<file path="config.mk">
export PLATFORM = sky130hd
export DESIGN_NAME = dcdc_plant_emu
export DESIGN_NICKNAME = d
export VERILOG_FILES = /design/src/rtl/dcdc_plant_pkg.sv /design/src/rtl/plant_ctrl.sv /design/src/rtl/plant_datapath.sv /design/src/rtl/dcdc_plant_emu.sv
export SDC_FILE = /design/constraint.sdc
export NUM_CORES = 2
export LEC_CHECK = 0
export CORE_MARGIN = 2
export CORE_UTILIZATION = 38
export CTS_CLUSTER_SIZE = 14
export DETAILED_ROUTE_END_ITERATION = 7
export GPL_TIMING_DRIVEN = 0
export PLACE_DENSITY = 0.55
export SYNTH_ARGS = -nofsm -noshare
export SYNTH_HDL_FRONTEND = slang
export SYNTH_SLANG_ARGS = --single-unit
</file>
<file path="constraint.sdc">
create_clock -name clk -period 24.4 [get_ports clk]
set_clock_uncertainty 0.05 [all_clocks]
set_input_delay 4.88 -clock clk [delete_from_list [all_inputs] [get_ports clk]]
set_output_delay 4.88 -clock clk [all_outputs]
set_load 0.02 [all_outputs]
</file>
<file path="src/rtl/dcdc_plant_pkg.sv">
package dcdc_plant_pkg;

  typedef enum logic {
    TOPO_BUCK  = 1'b0,
    TOPO_BOOST = 1'b1
  } topo_e;

  typedef enum logic [1:0] {
    PSEL_KL  = 2'd0,
    PSEL_KC  = 2'd1,
    PSEL_RL  = 2'd2,
    PSEL_RDS = 2'd3
  } paramSel_e;

  // Strobes from sequencer to datapath, one step of the solver.
  typedef struct packed {
    logic latch;    // boundary: capture inputs and shadow parameters
    logic calcCur;  // register the new inductor current
    logic calcVol;  // register the new capacitor voltage
    logic commit;   // publish both states together
  } stepStrobes_t;

endpackage

</file>
<file path="src/rtl/plant_ctrl.sv">
module plant_ctrl
  import dcdc_plant_pkg::*;
#(
  parameter int STEP_CYCLES = 625
) (
  input  logic         clk,
  input  logic         rst,
  output stepStrobes_t strobes
);

  localparam int CNT_W = (STEP_CYCLES > 1) ? $clog2(STEP_CYCLES) : 1;
  localparam logic [CNT_W-1:0] LAST_CNT = CNT_W'(STEP_CYCLES - 1);

  logic [CNT_W-1:0] stepCnt;
  logic [2:0]       phasePipe;
  logic             atBoundary;

  assign atBoundary = (stepCnt == LAST_CNT);

  always_ff @(posedge clk) begin
    if (rst) begin
      stepCnt   <= '0;
      phasePipe <= '0;
    end else begin
      if (atBoundary) stepCnt <= '0;
      else            stepCnt <= stepCnt + 1'b1;
      phasePipe <= {phasePipe[1:0], atBoundary};
    end
  end

  assign strobes.latch   = atBoundary;
  assign strobes.calcCur = phasePipe[0];
  assign strobes.calcVol = phasePipe[1];
  assign strobes.commit  = phasePipe[2];

  AST_STROBE_EXCLUSIVE: assert property (@(posedge clk) disable iff (rst)
    $onehot0({strobes.latch, strobes.calcCur, strobes.calcVol, strobes.commit}));

  AST_BOUNDARY_SPACING: assert property (@(posedge clk) disable iff (rst)
    strobes.latch |=> !strobes.latch);

endmodule

</file>
<file path="src/rtl/plant_datapath.sv">
module plant_datapath
  import dcdc_plant_pkg::*;
#(
  parameter int STATE_W = 16,
  parameter int FRAC_W  = 12,
  parameter int DUTY_W  = 8
) (
  input  logic                      clk,
  input  logic                      rst,
  input  stepStrobes_t              strobes,
  input  logic                      topoSel,
  input  logic [DUTY_W-1:0]         dutyCmd,
  input  logic signed [STATE_W-1:0] vinIn,
  input  logic signed [STATE_W-1:0] loadG,
  input  logic                      paramWe,
  input  logic [1:0]                paramSel,
  input  logic signed [STATE_W-1:0] paramData,
  output logic signed [STATE_W-1:0] iLState,
  output logic signed [STATE_W-1:0] vCState,
  output logic                      stateValid,
  output logic                      pwmOut
);

  localparam int W      = STATE_W;
  localparam int WIDE   = 2 * STATE_W;
  localparam int DSHIFT = FRAC_W - DUTY_W;
  localparam int ONE_INT = 1 << FRAC_W;
  localparam logic signed [W-1:0] ONE_Q = W'(ONE_INT);

  // ---------------- saturating fixed-point helpers ----------------
  function automatic logic signed [W-1:0] satQ(input logic signed [WIDE-1:0] x);
    logic [W:0] upper;
    upper = x[WIDE-1:W-1];
    if (upper == '0 || upper == '1) return x[W-1:0];
    else if (x[WIDE-1])             return {1'b1, {(W-1){1'b0}}};
    else                            return {1'b0, {(W-1){1'b1}}};
  endfunction

  function automatic logic signed [WIDE-1:0] widen(input logic signed [W-1:0] a);
    return {{W{a[W-1]}}, a};
  endfunction

  function automatic logic signed [W-1:0] mulQ(input logic signed [W-1:0] a,
                                               input logic signed [W-1:0] b);
    logic signed [WIDE-1:0] prod;
    prod = widen(a) * widen(b);
    return satQ(prod >>> FRAC_W);
  endfunction

  function automatic logic signed [W-1:0] addQ(input logic signed [W-1:0] a,
                                               input logic signed [W-1:0] b);
    return satQ(widen(a) + widen(b));
  endfunction

  function automatic logic signed [W-1:0] subQ(input logic signed [W-1:0] a,
                                               input logic signed [W-1:0] b);
    return satQ(widen(a) - widen(b));
  endfunction

  // ---------------- registers ----------------
  logic signed [W-1:0] kLShadow, kCShadow, rLShadow, rDsShadow;
  logic signed [W-1:0] kLAct, kCAct, rLAct, rDsAct;
  logic [DUTY_W-1:0]   dutyLat;
  logic signed [W-1:0] vinLat, gLat;
  logic                topoLat;
  logic signed [W-1:0] iLReg, vCReg, iLNext, vCNext;
  logic                validReg;
  logic [DUTY_W-1:0]   pwmCnt;

  // ---------------- combinational solver ----------------
  logic signed [W-1:0] dQ, omQ, rEff, dropV, driveV, iLCalc, srcI, loadI, vCCalc;

  assign dQ  = $signed({{(W-DUTY_W){1'b0}}, dutyLat} << DSHIFT);
  assign omQ = subQ(ONE_Q, dQ);

  // phase 1: new inductor current from previous states
  always_comb begin
    rEff  = addQ(rLAct, mulQ(dQ, rDsAct));
    dropV = mulQ(iLReg, rEff);
    if (topoLat == TOPO_BOOST) driveV = subQ(vinLat, mulQ(omQ, vCReg));
    else                       driveV = subQ(mulQ(dQ, vinLat), vCReg);
    iLCalc = addQ(iLReg, mulQ(kLAct, subQ(driveV, dropV)));
  end

  // phase 2: new capacitor voltage from the fresh current
  always_comb begin
    if (topoLat == TOPO_BOOST) srcI = mulQ(omQ, iLNext);
    else                       srcI = iLNext;
    loadI  = mulQ(vCReg, gLat);
    vCCalc = addQ(vCReg, mulQ(kCAct, subQ(srcI, loadI)));
  end

  // ---------------- sequential ----------------
  always_ff @(posedge clk) begin
    if (rst) begin
      kLShadow  <= '0; kCShadow <= '0; rLShadow <= '0; rDsShadow <= '0;
      kLAct     <= '0; kCAct    <= '0; rLAct    <= '0; rDsAct    <= '0;
      dutyLat   <= '0; vinLat   <= '0; gLat     <= '0; topoLat   <= 1'b0;
      iLReg     <= '0; vCReg    <= '0; iLNext   <= '0; vCNext    <= '0;
      validReg  <= 1'b0;
      pwmCnt    <= '0;
    end else begin
      if (paramWe) begin
        case (paramSel_e'(paramSel))
          PSEL_KL:  kLShadow  <= paramData;
          PSEL_KC:  kCShadow  <= paramData;
          PSEL_RL:  rLShadow  <= paramData;
          PSEL_RDS: rDsShadow <= paramData;
          default:  ;
        endcase
      end
      if (strobes.latch) begin
        kLAct   <= kLShadow;
        kCAct   <= kCShadow;
        rLAct   <= rLShadow;
        rDsAct  <= rDsShadow;
        dutyLat <= dutyCmd;
        vinLat  <= vinIn;
        gLat    <= loadG;
        topoLat <= topoSel;
      end
      if (strobes.calcCur) iLNext <= iLCalc;
      if (strobes.calcVol) vCNext <= vCCalc;
      if (strobes.commit) begin
        iLReg <= iLNext;
        vCReg <= vCNext;
      end
      validReg <= strobes.commit;
      pwmCnt   <= pwmCnt + 1'b1;
    end
  end

  assign iLState    = iLReg;
  assign vCState    = vCReg;
  assign stateValid = validReg;
  assign pwmOut     = (pwmCnt < dutyLat);

  AST_STATES_ONLY_ON_COMMIT: assert property (@(posedge clk) disable iff (rst)
    !strobes.commit |=> ($stable(iLReg) && $stable(vCReg)));

  AST_VALID_SINGLE: assert property (@(posedge clk) disable iff (rst)
    stateValid |=> !stateValid);

  AST_INPUTS_HELD: assert property (@(posedge clk) disable iff (rst)
    !strobes.latch |=> $stable({dutyLat, vinLat, gLat, topoLat}));

  AST_PARAMS_AT_BOUNDARY: assert property (@(posedge clk) disable iff (rst)
    !strobes.latch |=> $stable({kLAct, kCAct, rLAct, rDsAct}));

  AST_CUR_BEFORE_VOL: assert property (@(posedge clk) disable iff (rst)
    strobes.calcVol |-> $past(strobes.calcCur));

endmodule

</file>
<file path="src/rtl/dcdc_plant_emu.sv">
module dcdc_plant_emu
  import dcdc_plant_pkg::*;
#(
  parameter int STATE_W     = 16,
  parameter int FRAC_W      = 12,
  parameter int DUTY_W      = 8,
  parameter int STEP_CYCLES = 625
) (
  input  logic                      clk,
  input  logic                      rst,
  input  logic                      topoSel,
  input  logic [DUTY_W-1:0]         dutyCmd,
  input  logic signed [STATE_W-1:0] vinIn,
  input  logic signed [STATE_W-1:0] loadG,
  input  logic                      paramWe,
  input  logic [1:0]                paramSel,
  input  logic signed [STATE_W-1:0] paramData,
  output logic signed [STATE_W-1:0] iLOut,
  output logic signed [STATE_W-1:0] vCOut,
  output logic [STATE_W-1:0]        iLDac,
  output logic [STATE_W-1:0]        vCDac,
  output logic                      stateValid,
  output logic                      pwmOut
);

  stepStrobes_t strobes;

  plant_ctrl #(
    .STEP_CYCLES(STEP_CYCLES)
  ) u_ctrl (
    .clk     (clk),
    .rst     (rst),
    .strobes (strobes)
  );

  plant_datapath #(
    .STATE_W (STATE_W),
    .FRAC_W  (FRAC_W),
    .DUTY_W  (DUTY_W)
  ) u_dp (
    .clk        (clk),
    .rst        (rst),
    .strobes    (strobes),
    .topoSel    (topoSel),
    .dutyCmd    (dutyCmd),
    .vinIn      (vinIn),
    .loadG      (loadG),
    .paramWe    (paramWe),
    .paramSel   (paramSel),
    .paramData  (paramData),
    .iLState    (iLOut),
    .vCState    (vCOut),
    .stateValid (stateValid),
    .pwmOut     (pwmOut)
  );

  // offset-binary codes for a unipolar DAC
  assign iLDac = {~iLOut[STATE_W-1], iLOut[STATE_W-2:0]};
  assign vCDac = {~vCOut[STATE_W-1], vCOut[STATE_W-2:0]};

endmodule

</file>
### Yosys cells after proc, flatten, opt, wreduce, memory -nomap -nowiden

Index checks and enable logic that the tools add are counted.

| storage, ports and cells | value |
|---|---|
| flip-flop bits (word level) | 255 |
| input bits | 62 |
| output and inout port bits | 66 |
| word-level logic and storage cells | 135 |

| operators by class | value |
|---|---|
| add/sub/neg operators | 10 |
| multipliers | 8 |
| order comparisons | 1 |
| eq/ne operators | 20 |
| mux-type cells | 36 |
| bitwise operators | 2 |
| reductions and logical operators | 38 |

Operators with widths:

| cell | count |
|---|---|
| $mux W16 | 36 |
| $eq A17 B17 Y1 const B | 16 |
| $logic_not A17 Y1 | 16 |
| $mul A16 B16 Y32 | 6 |
| $sub A16 B16 Y17 | 4 |
| $add A16 B16 Y17 | 3 |
| $mul A9 B16 Y25 | 2 |
| $logic_or A1 B1 Y1 | 16 |
| $sub A13 B12 Y14 const A | 1 |
| $add A10 B1 Y10 const B | 1 |
| $eq A10 B10 Y1 const B | 1 |
| $add A8 B1 Y8 const B | 1 |
| $lt A8 B8 Y1 | 1 |
| $reduce_and A2 Y1 | 4 |
| $eq A2 B2 Y1 const B | 2 |
| $eq A2 B1 Y1 const B | 1 |
| $logic_not A2 Y1 | 1 |
| $not A1 Y1 | 2 |
| $reduce_or A2 Y1 | 1 |

### Depth between registers and ports, before layout

| depth | value |
|---|---|
| depth after elaboration | 26 |
| gate-level depth with buffers | 123 |
| depth with buffers taken out | 115 |

### Hierarchy

From an unflattened synthesis, not the netlist that was laid out.

| unflattened totals | value |
|---|---|
| cells, all modules | 8,491 |
| area total of the unflattened synthesis | 74,260.0 sq um |

Modules (own cells, without submodules):

| module | times used | cells an instance | area each (sq um) |
|---|---|---|---|
| plant_datapath | 1 | 8,399 | 73,461.7 |
| plant_ctrl | 1 | 60 | 565.5 |
| dcdc_plant_emu | 1 | 32 | 232.7 |

### Least setup slack after synthesis

OpenSTA, ideal clock, no wires.

| path | value |
|---|---|
| kind | reg-to-reg |
| from | reg u_dp.dutyLat[0] |
| to | reg u_dp.iLNext[10] |
| arrival | 25.293 ns |
| required time | 24.255 ns |
| setup slack | -1.038 ns |
| cell stages (with the launch flop) | 117 |
| buffers on the path | 12 |
| period minus slack after synthesis | 25.438 ns |
| cells stage by stage | dfxtp_1 clkbuf_1 buf_1 nand2_1 fa_1 inv_1 fa_1 ha_1 inv_1 fa_1 inv_1 ha_1 nand4b_1 o41ai_1 a21o_1 a21oi_1 o21ai_1 o211ai_1 (+81 left out) ha_1 inv_1 fa_1 nor2b_1 o21ai_0 a21boi_1 o21ai_0 a21boi_1 o21a_1 nor2_1 o21ai_1 nor4_1 nor4_1 o21ai_1 a31oi_1 clkbuf_1 o21ai_0 a221oi_1 |

| on the way | value |
|---|---|
| word-level cells in the longest chain between the ends | 26 |
| elaborated cells on any way between the ends | 69 |
| those cells by class | add/sub: 6; mul: 5; eq/ne: 11; mux: 25; reduce/logical: 22 |

RTL lines:

| element | line | text |
|---|---|---|
| start, declared | plant_datapath.sv:63 | `logic [DUTY_W-1:0] dutyLat;` |
| start signal, assigned | plant_datapath.sv:117 | `dutyLat <= dutyCmd;` |
| branches (longest 14 deep; another with $mul A16 B16 Y32) | n/a |  |
| $sub A16 B16 Y17 (*) | plant_datapath.sv:57 | `return satQ(widen(a) - widen(b));` |
| $eq A17 B17 Y1 or $logic_not A17 Y1 (tied branches) | plant_datapath.sv:34 | `if (upper == '0 \|\| upper == '1) return x[W-1:0];` |
| $logic_or A1 B1 Y1 | plant_datapath.sv:34 |  |
| $mux W16 (*) | plant_datapath.sv:34 |  |
| $mul A16 B16 Y32 (*) | plant_datapath.sv:46 | `prod = widen(a) * widen(b);` |
| $eq A17 B17 Y1 or $logic_not A17 Y1 (tied branches) | plant_datapath.sv:34 |  |
| $logic_or A1 B1 Y1 | plant_datapath.sv:34 |  |
| $mux W16 (*) | plant_datapath.sv:34 |  |
| $add A16 B16 Y17 (*) | plant_datapath.sv:52 | `return satQ(widen(a) + widen(b));` |
| $eq A17 B17 Y1 or $logic_not A17 Y1 (tied branches) | plant_datapath.sv:34 |  |
| $logic_or A1 B1 Y1 | plant_datapath.sv:34 |  |
| $mux W16 (*) | plant_datapath.sv:34 |  |
| end signal, assigned | plant_datapath.sv:122 | `if (strobes.calcCur) iLNext <= iLCalc;` |
| end, declared | plant_datapath.sv:66 | `logic signed [W-1:0] iLReg, vCReg, iLNext, vCNext;` |

Mark *: on every way between the ends. The select of a mux whose other input is x is not followed.
A chain may end at the register's enable or synchronous reset.

### Worst setup path in the final report

| path | value |
|---|---|
| from | reg u_dp.dutyLat[2] |
| to | reg u_dp.iLNext[6] |

Same word-level chain as after synthesis.

==> flow_summary.toml <==
[power]
max-vdd-ir-drop_mv = 0.0568
p_leak_nw = 39.5
cellPowerDensity_nw_per_um2 = 11.2

[setup_path]
cp_max_fo = 7
regToRegEndpoint = "u_dp.iLNext[6]$_SDFFE_PP0P_"
crit_path_end_kind = "register"
path_class = "register to register"
crit_top_cell = "buf_4"
start_kind = "register"
required_ns = 24.90
worstPathArrival_ns = 25.63
r2r_start = "u_dp.dutyLat[2]$_SDFFE_PP0P_"
cp_slowest_cell = "or4_4"
critPathMaxStageDelay_ns = 0.57
reg2reg_depth = 120
reg2reg_slack_ns = -0.73

[cells_and_area]
multiInputGateArea_um2 = 61700
fill_cells = 19100
register_area_um2 = 5120
syn_to_final_growth_pct = 13.0
final_area_um2 = 83000
utilization_pct = 43.1
drive_gt1_share_pct = 7.69
fin_nets = 11200

[die]
core_um2 = 192000
io_pins = 128
start_util_pct = 38.2
die_area_um2 = 197000
row_count = 161
die_h_um = 444
die_x_um = 444

[synth]
synthesis.area_um2 = 73400
ys_seq_area_share_pct = 6.95
syn-num-nets = 10800
synthFlopType = "dfxtp_1"
synthTopCellsByArea = "fa_1 (40%), ha_1 (13%), inv_1 (9.1%)"
synth_top_area_share_pct = 39.6
syn_inst = 8542
async_flop_share_pct = 0
synth_most_common_cell = "inv_1"
synthDistinctLibCells = 89
synth_edf_count = 0
synthTopCellsByCount = "inv_1 (1774), fa_1 (1454), nand2_1 (1202)"
syn_avg_cell_area_um2 = 8.60
ys_seq_elements = 255
yosys_warnings = 0
synth_top_cell_by_area = "fa_1"

[routing]
wl_per_cell_um = 20.0
vias_per_cell = 5.08
drtAntennaViolNets = 0
drt-total-wl_mm = 230
vias = 58200
drtIter0Drc = 3394
drc = 0
dr.pass1.iters = 6

[sta]
hold_viol = 0
timing.final.ws_setup_ns = -0.727
period_share_pct = 103
fmax_ghz = 0.0398
maxSlewViolCount = 0
fin_crit_ns = 25.13
max-slew-margin-rel_pct = 11.7
hold_slack_ns = 0.405
setup_viol = 16
rsz0062_at_grt = "yes"
tns_ns = -9.34
worst_pin_slew_ns = 1.33

[clock_tree]
clockBufferDepth = 3
cts_hold_buf = 0
cts_inserted_buffers = 30
path_clk_slew_ns = 0.08
tritoncts = "built"
htreeDepth = 1
cts_root_buffer = "clkbuf_16"
cts.sinks = 255
clkLatencyLatePin_ns = 0.65

[hold_path]
min_from = "u_dp.kLShadow[4]$_SDFFE_PP0P_"
whs_path_depth = 2
worstHoldPathType = "register to register"
min_to = "u_dp.kLAct[4]$_SDFFE_PP0P_"

[global_route]
overflow = 0
grt_pass1_vias = 62200
antenna_found_initial = 20
grt_max_degree = 18
grtUsageMet3_pct = 2.18
grtUsageTotal_pct = 23.6
top_usage_layer = "met2"
use_met2_pct = 41.1
grt_pass1_wl_mm = 360
use_met1_pct = 30.3

[outcome]
outcome = "complete, but fails checks"
violations = "setup timing"

[placement]
post-place-ws_ns = -7.28
place_hpwl_mm = 191
portBuffers = 126
dpl-instance-area_um2 = 78000
gp_congestion = 0.944

[flow_run]
maxCapViolCount = 0
==> logic make-up after synthesis <==
kind of cell	after synthesis	synth area share [%]
AO/OA/AOI/OAI	1020	8.64
XOR/XNOR	273	3.28
adder cells (fa/ha/maj)	2229	52.8
buffers and inverters	2157	11.2
flip-flops	255	6.95
multiplexers	37	0.508
AND/OR/NAND/NOR	2571	16.7
==> sequential cells by signal (all words and copies together), names as in the netlist <==
name / flops
u_dp.kLShadow: 16
u_dp.rLShadow: 16
u_dp.topoLat: 1
u_dp.dutyLat: 8
u_dp.kCAct: 16
u_dp.iLNext: 16
u_dp.vCState: 16
u_dp.iLState: 16
u_dp.rLAct: 16
u_dp.vinLat: 16
u_ctrl.stepCnt: 10
u_dp.kCShadow: 16
u_dp.rDsAct: 16
u_dp.vCNext: 16
u_dp.stateValid: 1
u_dp.rDsShadow: 16
u_ctrl.phasePipe: 3
u_dp.kLAct: 16
u_dp.gLat: 16
u_dp.pwmCnt: 8
==> cell usage in the layout (no fill, tap or decap), types with 22 or more instances in the layout <==
| master | synthesis | layout |
|---|---|---|
| fa_1 | 1454 | 1432 |
| nor2b_1 | 101 | 99 |
| a21oi_1 | 409 | 365 |
| buf_4 | 30 | 213 |
| clkbuf_1 | 317 | 249 |
| nand2b_1 | 70 | 70 |
| nand4_1 | 22 | 22 |
| and2_1 | 649 | 641 |
| o21a_1 | 58 | 58 |
| dfxtp_1 | 255 | 245 |
| buf_6 | 1 | 34 |
| a21o_1 | 98 | 98 |
| mux2i_1 | 35 | 35 |
| xnor2_1 | 188 | 181 |
| o21ai_2 | 0 | 30 |
| nor2_1 | 309 | 299 |
| nor4_1 | 33 | 29 |
| xor2_1 | 83 | 83 |
| and3_1 | 28 | 28 |
| nor3_1 | 47 | 43 |
| a21oi_2 | 7 | 29 |
| o21ai_0 | 149 | 116 |
| ha_4 | 0 | 23 |
| a211oi_1 | 33 | 30 |
| clkdlybuf4s50_1 | 0 | 126 |
| clkbuf_16 | 0 | 39 |
| inv_1 | 1774 | 1754 |
| o21ai_1 | 47 | 37 |
| a21oi_4 | 1 | 23 |
| nand2_1 | 1202 | 1187 |
| fa_2 | 0 | 22 |
| nand3_1 | 54 | 52 |
| ha_1 | 754 | 723 |
| o21bai_1 | 24 | 23 |
==> worst max-delay path by stage <==
stage | cells after the start | endpoint | start
2_1_floorplan | 117 | u_dp.iLNext[14]$_SDFFE_PP0P_ | u_dp.dutyLat[0]$_SDFFE_PP0P_
3_3_place_gp | 114 | u_dp.iLNext[11]$_SDFFE_PP0P_ | u_dp.dutyLat[7]$_SDFFE_PP0P_
3_5_place_dp | 114 | u_dp.iLNext[11]$_SDFFE_PP0P_ | u_dp.dutyLat[7]$_SDFFE_PP0P_
4_1_cts | 119 | u_dp.iLNext[8]$_SDFFE_PP0P_ | u_dp.dutyLat[0]$_SDFFE_PP0P_
5_1_grt | 122 | u_dp.iLNext[5]$_SDFFE_PP0P_ | u_dp.dutyLat[2]$_SDFFE_PP0P_
6_report | 120 | u_dp.iLNext[6]$_SDFFE_PP0P_ | u_dp.dutyLat[2]$_SDFFE_PP0P_
==> per-stage QoR <==
stage	std cells	total power, mW
5_1_grt	11500	0.956
3_3_place_gp	11200	0.470
3_5_place_dp	11200	0.470
6_report	11500	0.928
4_1_cts	11400	0.938
2_1_floorplan	8542	0.447
==> final cells by class <==
class | instances | area share (%)
antenna | 18 | 0.0543
buffer | 369 | 2.56
clock buffer | 43 | 1.06
clock inverter | 12 | 0.155
inverter | 1776 | 8.05
multi-input combinational | 6130 | 74.3
sequential | 255 | 6.18
tap | 2526 | 3.81
timing repair buffer | 340 | 3.79
==> routing by layer <==
layer / vias up / part of all wire [%]
met1: 29600 / 42
met2: 1446 / 49
li1: 26800 / -
met3: 338 / 4.8
met5: - / 0
met4: 0 / 4.2
==> power breakdown <==
part / total [mW] / switching [mW] / internal, mW
logic: 0.0381 / 0.0234 / 0.0147
clock network: 0.467 / 0.204 / 0.262
registers: 0.423 / 0.00268 / 0.420
==> repair_timing <==
action | 4_1_cts | 5_1_grt
gates resized for setup | 375 | 230
setup buffers | 146 | 61
gates cloned | 5 | 2
setup endpoints to repair | 32 | 32
pin swaps | 140 | 158
==> worst max-delay path: cells and delay by family, from the launching register on <==
family	cells	cell delay, ns
fa+ha+maj	26	10.24
compound gates	37	6.70
buf+inv	37	4.16
simple gates	18	3.19
flops	1	0.33
xor+xnor	2	0.27
Note: power is estimated with default switching activity, not from simulation.
